==> config.mk <==
export PLATFORM = sky130hd
export DESIGN_NAME = dual_path_cfg_regs
export DESIGN_NICKNAME = d
export VERILOG_FILES = /design/src/rtl/cfgrf_pkg.sv /design/src/rtl/cfgrf_addr_decode.sv /design/src/rtl/cfgrf_store.sv /design/src/rtl/cfgrf_read_mux.sv /design/src/rtl/dual_path_cfg_regs.sv
export SDC_FILE = /design/constraint.sdc
export NUM_CORES = 1
export LEC_CHECK = 0
export BUFFER_PORTS_ARGS = -buffer_cell sky130_fd_sc_hd__buf_2
export CAP_MARGIN = 20
export CORE_MARGIN = 3
export CORE_UTILIZATION = 28
export DETAILED_ROUTE_END_ITERATION = 7
export SLEW_MARGIN = 20
export SYNTH_ARGS = -nofsm -noshare
export SYNTH_HDL_FRONTEND = slang
export SYNTH_SLANG_ARGS = --single-unit
==> constraint.sdc <==
create_clock -name clk -period 3.6 [get_ports clk]
set_input_delay 0.72 -clock clk [delete_from_list [all_inputs] [get_ports clk]]
set_output_delay 0.72 -clock clk [all_outputs]
set_load 0.005 [all_outputs]
==> src/rtl/cfgrf_pkg.sv <==
// Package: shared index constants and access-legality functions for the
// dual-path configuration register bank. Assumes a 6-bit index space.
package cfgrf_pkg;

    localparam int IDX_W     = 6;
    localparam int WORD_W    = 64;
    localparam int NUM_PLAIN = 4;

    localparam logic [IDX_W-1:0] IDX_FAULT     = 6'h00;
    localparam logic [IDX_W-1:0] IDX_FAULT_AND = 6'h01;
    localparam logic [IDX_W-1:0] IDX_FAULT_OR  = 6'h02;
    localparam logic [IDX_W-1:0] IDX_BASE      = 6'h0A;
    localparam logic [IDX_W-1:0] IDX_SBASE     = 6'h0B;
    localparam logic [IDX_W-1:0] IDX_CTRL      = 6'h0E;
    localparam logic [IDX_W-1:0] IDX_CTRL_SET  = 6'h12;
    localparam logic [IDX_W-1:0] IDX_CTRL_CLR  = 6'h13;
    localparam logic [IDX_W-1:0] IDX_STAT      = 6'h15;

    // Offset added to the memory-mapped word index.
    localparam logic [IDX_W-1:0] MM_IDX_OFF    = 6'h0A;

    // Bits kept by the secondary base register (49..32).
    localparam logic [WORD_W-1:0] SBASE_KEEP   = 64'h0003_ffff_0000_0000;

    // Indices of the plain storage registers.
    localparam logic [IDX_W-1:0] PLAIN_IDX [NUM_PLAIN] = '{6'h06, 6'h07, 6'h0F, 6'h14};

    // True when idx names a plain storage register.
    function automatic logic is_plain(input logic [IDX_W-1:0] idx);
        logic hit;
        hit = 1'b0;
        for (int i = 0; i < NUM_PLAIN; i++) begin
            if (idx == PLAIN_IDX[i]) hit = 1'b1;
        end
        return hit;
    endfunction

    // True when a read of idx returns register content.
    function automatic logic rd_legal(input logic [IDX_W-1:0] idx);
        return is_plain(idx) || idx == IDX_FAULT || idx == IDX_BASE ||
               idx == IDX_SBASE || idx == IDX_CTRL || idx == IDX_STAT;
    endfunction

    // True when a write of idx from the given path is accepted.
    function automatic logic wr_legal(input logic [IDX_W-1:0] idx, input logic from_mm);
        return is_plain(idx) || idx == IDX_FAULT || idx == IDX_FAULT_AND ||
               idx == IDX_FAULT_OR || idx == IDX_SBASE || idx == IDX_CTRL ||
               idx == IDX_CTRL_SET || idx == IDX_CTRL_CLR ||
               (idx == IDX_BASE && !from_mm);
    endfunction

endpackage

==> src/rtl/cfgrf_addr_decode.sv <==
// Address decoder: turns a byte address into a register index by dropping
// the three byte-lane bits and adding a path offset; flags misalignment.
// Assumes AW - 3 <= IDX_W so the word index fits.
module cfgrf_addr_decode
    import cfgrf_pkg::*;
#(
    parameter int               AW  = 8,
    parameter logic [IDX_W-1:0] OFF = '0
) (
    input  logic [AW-1:0]    addr,
    output logic [IDX_W-1:0] idx,
    output logic             aligned
);

    localparam int WORD_AW = AW - 3;

    // Index computation and full-word alignment check.
    always_comb begin
        idx     = IDX_W'(addr[AW-1:3]) + OFF;
        aligned = (addr[2:0] == 3'b000);
    end

    if (WORD_AW > IDX_W) begin : g_bad_width
        initial $error("cfgrf_addr_decode: address too wide for index");
    end

endmodule

==> src/rtl/cfgrf_store.sv <==
// Register storage: holds the fault, control, base, secondary base, status
// and plain registers, and applies direct and aliased writes. Assumes
// wr_en only when the write was judged legal by the caller.
module cfgrf_store
    import cfgrf_pkg::*;
#(
    parameter int                NUM_SRC   = 5,
    parameter logic [WORD_W-1:0] BAR_MASK  = 64'h0003_ffff_fff0_0000,
    parameter logic [WORD_W-1:0] BAR_RESET = 64'h0000_0006_0300_0000
) (
    input  logic                              clk,
    input  logic                              rst_n,
    input  logic                              wr_en,
    input  logic [IDX_W-1:0]                  wr_idx,
    input  logic [WORD_W-1:0]                 wr_data,
    input  logic [NUM_SRC-1:0]                irq_lvl,
    output logic [WORD_W-1:0]                 fault_q,
    output logic [WORD_W-1:0]                 ctrl_q,
    output logic [WORD_W-1:0]                 base_q,
    output logic [WORD_W-1:0]                 sbase_q,
    output logic [WORD_W-1:0]                 stat_q,
    output logic [NUM_PLAIN-1:0][WORD_W-1:0]  plain_q,
    output logic                              win_chg
);

    localparam logic [WORD_W-1:0] BASE_KEEP = BAR_MASK | 64'h1;
    localparam logic [WORD_W-1:0] BASE_INIT = (BAR_RESET & BAR_MASK) | 64'h1;

    logic [WORD_W-1:0] base_next;

    // Candidate base value after masking.
    always_comb base_next = wr_data & BASE_KEEP;

    // Fault register with direct, AND and OR writes.
    always_ff @(posedge clk) begin
        if (!rst_n) begin
            fault_q <= '0;
        end else if (wr_en) begin
            case (wr_idx)
                IDX_FAULT:     fault_q <= wr_data;
                IDX_FAULT_AND: fault_q <= fault_q & wr_data;
                IDX_FAULT_OR:  fault_q <= fault_q | wr_data;
                default:       fault_q <= fault_q;
            endcase
        end
    end

    // Control register with direct, set and clear writes.
    always_ff @(posedge clk) begin
        if (!rst_n) begin
            ctrl_q <= '0;
        end else if (wr_en) begin
            case (wr_idx)
                IDX_CTRL:     ctrl_q <= wr_data;
                IDX_CTRL_SET: ctrl_q <= ctrl_q | wr_data;
                IDX_CTRL_CLR: ctrl_q <= ctrl_q & ~wr_data;
                default:      ctrl_q <= ctrl_q;
            endcase
        end
    end

    // Base register and its change strobe.
    always_ff @(posedge clk) begin
        if (!rst_n) begin
            base_q  <= BASE_INIT;
            win_chg <= 1'b0;
        end else begin
            win_chg <= 1'b0;
            if (wr_en && wr_idx == IDX_BASE) begin
                base_q  <= base_next;
                win_chg <= (base_next != base_q);
            end
        end
    end

    // Secondary base register, upper address bits only.
    always_ff @(posedge clk) begin
        if (!rst_n) begin
            sbase_q <= '0;
        end else if (wr_en && wr_idx == IDX_SBASE) begin
            sbase_q <= wr_data & SBASE_KEEP;
        end
    end

    // Status register mirrors the source levels each cycle.
    always_ff @(posedge clk) begin
        if (!rst_n) begin
            stat_q <= '0;
        end else begin
            stat_q <= {{(WORD_W-NUM_SRC){1'b0}}, irq_lvl};
        end
    end

    // Plain storage registers, one per listed index.
    for (genvar g = 0; g < NUM_PLAIN; g++) begin : g_plain
        always_ff @(posedge clk) begin
            if (!rst_n) begin
                plain_q[g] <= '0;
            end else if (wr_en && wr_idx == PLAIN_IDX[g]) begin
                plain_q[g] <= wr_data;
            end
        end
    end

endmodule

==> src/rtl/cfgrf_read_mux.sv <==
// Read multiplexer: selects the register named by idx, or all ones when
// the index has no readable register. Purely combinational.
module cfgrf_read_mux
    import cfgrf_pkg::*;
(
    input  logic [IDX_W-1:0]                  idx,
    input  logic [WORD_W-1:0]                 fault_q,
    input  logic [WORD_W-1:0]                 ctrl_q,
    input  logic [WORD_W-1:0]                 base_q,
    input  logic [WORD_W-1:0]                 sbase_q,
    input  logic [WORD_W-1:0]                 stat_q,
    input  logic [NUM_PLAIN-1:0][WORD_W-1:0]  plain_q,
    output logic [WORD_W-1:0]                 rd_data,
    output logic                              rd_hit
);

    // Register selection by index.
    always_comb begin
        rd_hit  = rd_legal(idx);
        rd_data = '1;
        case (idx)
            IDX_FAULT: rd_data = fault_q;
            IDX_CTRL:  rd_data = ctrl_q;
            IDX_BASE:  rd_data = base_q;
            IDX_SBASE: rd_data = sbase_q;
            IDX_STAT:  rd_data = stat_q;
            default: begin
                for (int i = 0; i < NUM_PLAIN; i++) begin
                    if (idx == PLAIN_IDX[i]) rd_data = plain_q[i];
                end
            end
        endcase
    end

endmodule

==> src/rtl/dual_path_cfg_regs.sv <==
// Top: two request ports (scan and memory-mapped) share one register bank.
// The scan port wins a same-cycle collision; the memory-mapped request is
// then refused. Assumes single-cycle requests and full 8-byte words.
module dual_path_cfg_regs
    import cfgrf_pkg::*;
#(
    parameter int          SCAN_AW   = 8,
    parameter int          MM_AW     = 8,
    parameter int          NUM_SRC   = 5,
    parameter logic [63:0] BAR_MASK  = 64'h0003_ffff_fff0_0000,
    parameter logic [63:0] BAR_RESET = 64'h0000_0006_0300_0000
) (
    input  logic               clk,
    input  logic               rst_n,
    input  logic               scan_valid,
    input  logic               scan_write,
    input  logic [SCAN_AW-1:0] scan_addr,
    input  logic [63:0]        scan_wdata,
    output logic               scan_rvalid,
    output logic [63:0]        scan_rdata,
    input  logic               mm_valid,
    input  logic               mm_write,
    input  logic [MM_AW-1:0]   mm_addr,
    input  logic [63:0]        mm_wdata,
    output logic               mm_rvalid,
    output logic [63:0]        mm_rdata,
    input  logic [NUM_SRC-1:0] irq_lvl,
    output logic               err_pulse,
    output logic               win_changed,
    output logic [63:0]        win_base,
    output logic               win_en
);

    logic [IDX_W-1:0] s_idx, m_idx, acc_idx;
    logic             s_al, m_al, acc_al;
    logic             acc_valid, acc_mm, acc_write;
    logic [63:0]      acc_wdata;
    logic             mm_blocked, ok_rd, ok_wr, wr_en, err_d;
    logic [63:0]      rd_data, rd_word;
    logic             rd_hit;

    logic [63:0]                     fault_q, ctrl_q, base_q, sbase_q, stat_q;
    logic [NUM_PLAIN-1:0][63:0]      plain_q;

    cfgrf_addr_decode #(.AW(SCAN_AW), .OFF('0)) u_dec_scan (
        .addr(scan_addr), .idx(s_idx), .aligned(s_al)
    );

    cfgrf_addr_decode #(.AW(MM_AW), .OFF(MM_IDX_OFF)) u_dec_mm (
        .addr(mm_addr), .idx(m_idx), .aligned(m_al)
    );

    // Select the single access served this cycle; scan has priority.
    always_comb begin
        mm_blocked = mm_valid && scan_valid;
        acc_valid  = scan_valid || mm_valid;
        acc_mm     = !scan_valid;
        acc_idx    = acc_mm ? m_idx      : s_idx;
        acc_al     = acc_mm ? m_al       : s_al;
        acc_write  = acc_mm ? mm_write   : scan_write;
        acc_wdata  = acc_mm ? mm_wdata   : scan_wdata;
    end

    // Legality of the served access and the error condition.
    always_comb begin
        ok_rd   = acc_al && rd_hit;
        ok_wr   = acc_al && wr_legal(acc_idx, acc_mm);
        wr_en   = acc_valid && acc_write && ok_wr;
        err_d   = (acc_valid && !(acc_write ? ok_wr : ok_rd)) || mm_blocked;
        rd_word = ok_rd ? rd_data : '1;
    end

    cfgrf_store #(
        .NUM_SRC(NUM_SRC), .BAR_MASK(BAR_MASK), .BAR_RESET(BAR_RESET)
    ) u_store (
        .clk(clk), .rst_n(rst_n),
        .wr_en(wr_en), .wr_idx(acc_idx), .wr_data(acc_wdata),
        .irq_lvl(irq_lvl),
        .fault_q(fault_q), .ctrl_q(ctrl_q), .base_q(base_q),
        .sbase_q(sbase_q), .stat_q(stat_q), .plain_q(plain_q),
        .win_chg(win_changed)
    );

    cfgrf_read_mux u_rmux (
        .idx(acc_idx),
        .fault_q(fault_q), .ctrl_q(ctrl_q), .base_q(base_q),
        .sbase_q(sbase_q), .stat_q(stat_q), .plain_q(plain_q),
        .rd_data(rd_data), .rd_hit(rd_hit)
    );

    // Scan port read response register.
    always_ff @(posedge clk) begin
        if (!rst_n) begin
            scan_rvalid <= 1'b0;
            scan_rdata  <= '0;
        end else begin
            scan_rvalid <= scan_valid && !scan_write;
            if (scan_valid && !scan_write) scan_rdata <= rd_word;
        end
    end

    // Memory-mapped port read response register.
    always_ff @(posedge clk) begin
        if (!rst_n) begin
            mm_rvalid <= 1'b0;
            mm_rdata  <= '0;
        end else begin
            mm_rvalid <= mm_valid && !mm_write;
            if (mm_valid && !mm_write) mm_rdata <= mm_blocked ? '1 : rd_word;
        end
    end

    // Shared error strobe.
    always_ff @(posedge clk) begin
        if (!rst_n) err_pulse <= 1'b0;
        else        err_pulse <= err_d;
    end

    // Window outputs for the external remapper.
    always_comb begin
        win_base = base_q & BAR_MASK;
        win_en   = base_q[0];
    end

endmodule

==> results.md <==
- Die Span X: 311 um
- Final ANT Viol Nets: 0
- H-tree Lvls: 2
- Worst slew margin: 40.0%
- Number of buffers created by CTS: 60
- Min Tclk post-route: approximately 3.2 ns
- Pre-CTS setup slack: -0.0833 ns
- Final Hold Viols: 0
- Die area: about 97000 um2
- Fmax: ~320 MHz
- R2R Path Start: u_store.base_q[49]
- Drt drc: 0
- Max Cap Viol: 0
- Port bufs: between 300 and 400
- Hpwl dp: 69.4 mm
- Core area: between 90000 and 100000 um2
- YS warnings: 0
- Largest net degree at the start of global routing: 120
- Reg power frac: a little over two fifths
- Critical path peak fanout: 35
- Post-Synth XOR/XNOR Area: 1.11%
- Mean routed wirelength per cell: between 20 and 25 um
- # resized after CTS: 0
- Worst-margin pin slew: 0.900 ns
- PnR worst setup slack: 0.435 ns
- Post-Syn Area per Cell: 8.98 um2
- Pint: between 10000 and 15000 uW
- Adder-cell share of the synthesized area: 0.0480%
- HP Class: in2reg
- Global Route Usage Sum: 19.9%
- Unrepaired setup endpoints after global routing: false
- Clock skew: 0.0215 ns
- Initial antenna violation count: 19
- Simple-gate area share of the yosys netlist: 11.5%
- Number of flops mapped to enable cells by yosys: 0
- Total negative slack: 0 ns
- Syn Inst Count: between 2000 and 3000
- Fillers: ~9400
- Initial Util: 28.3%
- Pwr dens: roughly 470 nW/um2
- Overflow after GRT: 0
- Clock root buffer: clkbuf_16
- Multiplexer share of the synthesized area: under 10%
- CTS Sinks: 570
- CP max stage cell: nor3_4
- Layout cell share with drive strength beyond 1: 24.9%
- Hold Crit Start: irq_lvl[0]
- DR vias/cell: 5.38
- Final Cycle Share: between 80 and 90%
- Max VDD drop: about 0.35 mV
- Clock transition at path regs: 0.06 ns
- Overall die height: 311 um
- Largest stage delay, worst path: 0.73 ns
- Vias post-DR: around 24000
- Nets: 3347
- Worst path cell trace: buf_2 -> ha_1 -> xnor2_1 -> a21oi_2 -> nor3_4 -> buf_4 -> nand2_4 -> buf_12 -> a22oi_1 -> a211oi_1
- Outcome: completed
- Sw frac: 26.2%
- Area growth syn-to-layout: 23.4%
- Clock latency at the later pin of the worst-skew pair: 0.63 ns
- Unique cell type count in the Yosys netlist: 76
- CTS Hold Bufs: 0
- First-pass GRT wire length: 150 mm
- Vias in the first global route: approximately 23000
- TritonCTS clock tree: yes
- Synth Area in Compound Gates: between 30% and 40%
- FF+latch count, synth: 570
- # rows: about 110
- Reg2Reg Depth: 6
- Final Setup Violations: 0
- CTS Buffer Depth: 3
- Drt total wl: 101 mm
- Min Hold Slack: roughly 0.32 ns
- Leakage power: 0.0113 uW
- Crit start category: input pin
- Cell depth of the worst hold path: 2
- TritonRoute pass-1 iters: 5
- Logic pwr share: around 13%
- Synth Flop Type: dfxtp_1
- Net Sw Power: a little under 4000 uW
- Critical path arrival: 3.63 ns
- Placer Congestion: 0.832
- CP Class: in2reg
- First DRT Iteration DRCs: 1988
- Design Power: roughly 15000 uW
- Worst EP required: about 4.1 ns
- Crit path launch: mm_addr[4]
- I/O pins: 352
- Mapped Area: 26100 um2
- Largest family of logic cells by synthesized area: compound AO/OA/AOI/OAI gates
- Final Max Slew Viols: 0
- Clock Power Share: 44.1%
- Sequential area share after synthesis: a little over two fifths
- Setup crit end kind: flip-flop
- Ys async rst share: 0%
- Post-CTS Setup Bufs: 0
[layout make-up]
class	instances	area, um2	share of cell area, %
tap	1243	1560	4.83
clock inverter	19	333	1.03
multi-input combinational	1999	13300	41.4
clock buffer	89	1750	5.44
sequential	570	11400	35.4
timing repair buffer	524	3670	11.4
inverter	36	143	0.443
antenna	7	17.5	0.0544
[power groups by stage]
stage / logic [uW] / registers [uW] / clock network (uW)
global route: 2040 / 6500 / 6960
global placement: 1890 / 6630 / 0
detailed placement: 1900 / 6620 / 0
finish: 1910 / 6490 / 6630
CTS: 1900 / 6490 / 6730
floorplan: 976 / 6620 / 0
[kinds of logic after synthesis]
family	count (synthesis)
multiplexers	165
AND/OR/NAND/NOR	643
buffers and inverters	371
other	1
AO/OA/AOI/OAI	1123
adder cells (fa/ha/maj)	1
XOR/XNOR	33
flip-flops	570
[per-layer routing]
metal,vias to the layer above,track usage (%),share of wire [%],routed length (um)
li1,11500,-,-,-
met1,11700,26.4,44,44900
met2,766,32.0,45,46100
met3,150,4.49,6.9,7010
met4,14,6.36,3.2,3280
met5,-,0,0.085,86
[synthesized netlist by cell type (all sizes together) (16+ instances only)]
master	count	share of area (%)
dfxtp	570	44
nor2	361	5.2
a211oi	341	9.8
clkbuf	193	2.8
o21ai	166	3.2
buf	142	3.1
a21oi	141	2.7
nand2	126	1.8
mux2i	98	3.8
a22oi	89	2.6
mux2	67	2.9
o22ai	65	1.6
a31oi	52	1.2
o221a	52	2.2
nor4b	43	1.4
a221oi	42	1.4
a21o	36	1.0
inv	36	0.52
or2	34	0.82
xnor2	32	1.1
o221ai	30	1.0
nor4	29	0.89
o31ai	26	0.75
o211ai	23	0.68
a2111oi	16	0.63
[placed cells by master, fill, tap and decap left out, drive strengths merged, types with 52 or more instances in the layout]
master and count:
a211oi 341, a21oi 141, a22oi 89, a31oi 52, buf 523, clkbuf 90, dfxtp 570, mux2 67
mux2i 98, nand2 126, nor2 361, o21ai 166, o221a 52, o22ai 65
[worst max-delay path: cells and delay by family]
family                     cells  cell delay (ns)
adders and majority gates      1             0.24
xor gates and xnor gates       1             0.36
AOI/OAI and AO/OA              3             0.43
buffers and inverters          3             0.97
and+or+nand+nor                2             0.86
[stage by stage]
stage	util (%)	std cells	area, um2
floorplan	-	2940	26200
global placement	32.7	4372	30100
detailed placement	32.7	4372	30100
CTS	35.0	4480	32200
global route	35.0	4481	32200
finish	35.0	4487	32200
[flip-flops by register name, summed over array words and instances, names as in the netlist]
signal and flops:
u_store.win_chg 1, scan_rvalid 1, err_pulse 1, u_store.ctrl_q 64, u_store.base_q 31, u_store.fault_q 64, u_store.plain_q 256, mm_rdata 64
u_store.sbase_q 18, scan_rdata 64, u_store.stat_q 5, mm_rvalid 1
[path summary, 6_finish.rpt]
check	slack [ns]	endpoint
max	0.43	u_store.ctrl_q[5]
min	0.32	u_store.stat_q[0]
max reg2reg	1.65	mm_rdata[49]
min reg2reg	0.47	u_store.fault_q[32]
(Power assumes the default switching activity.)
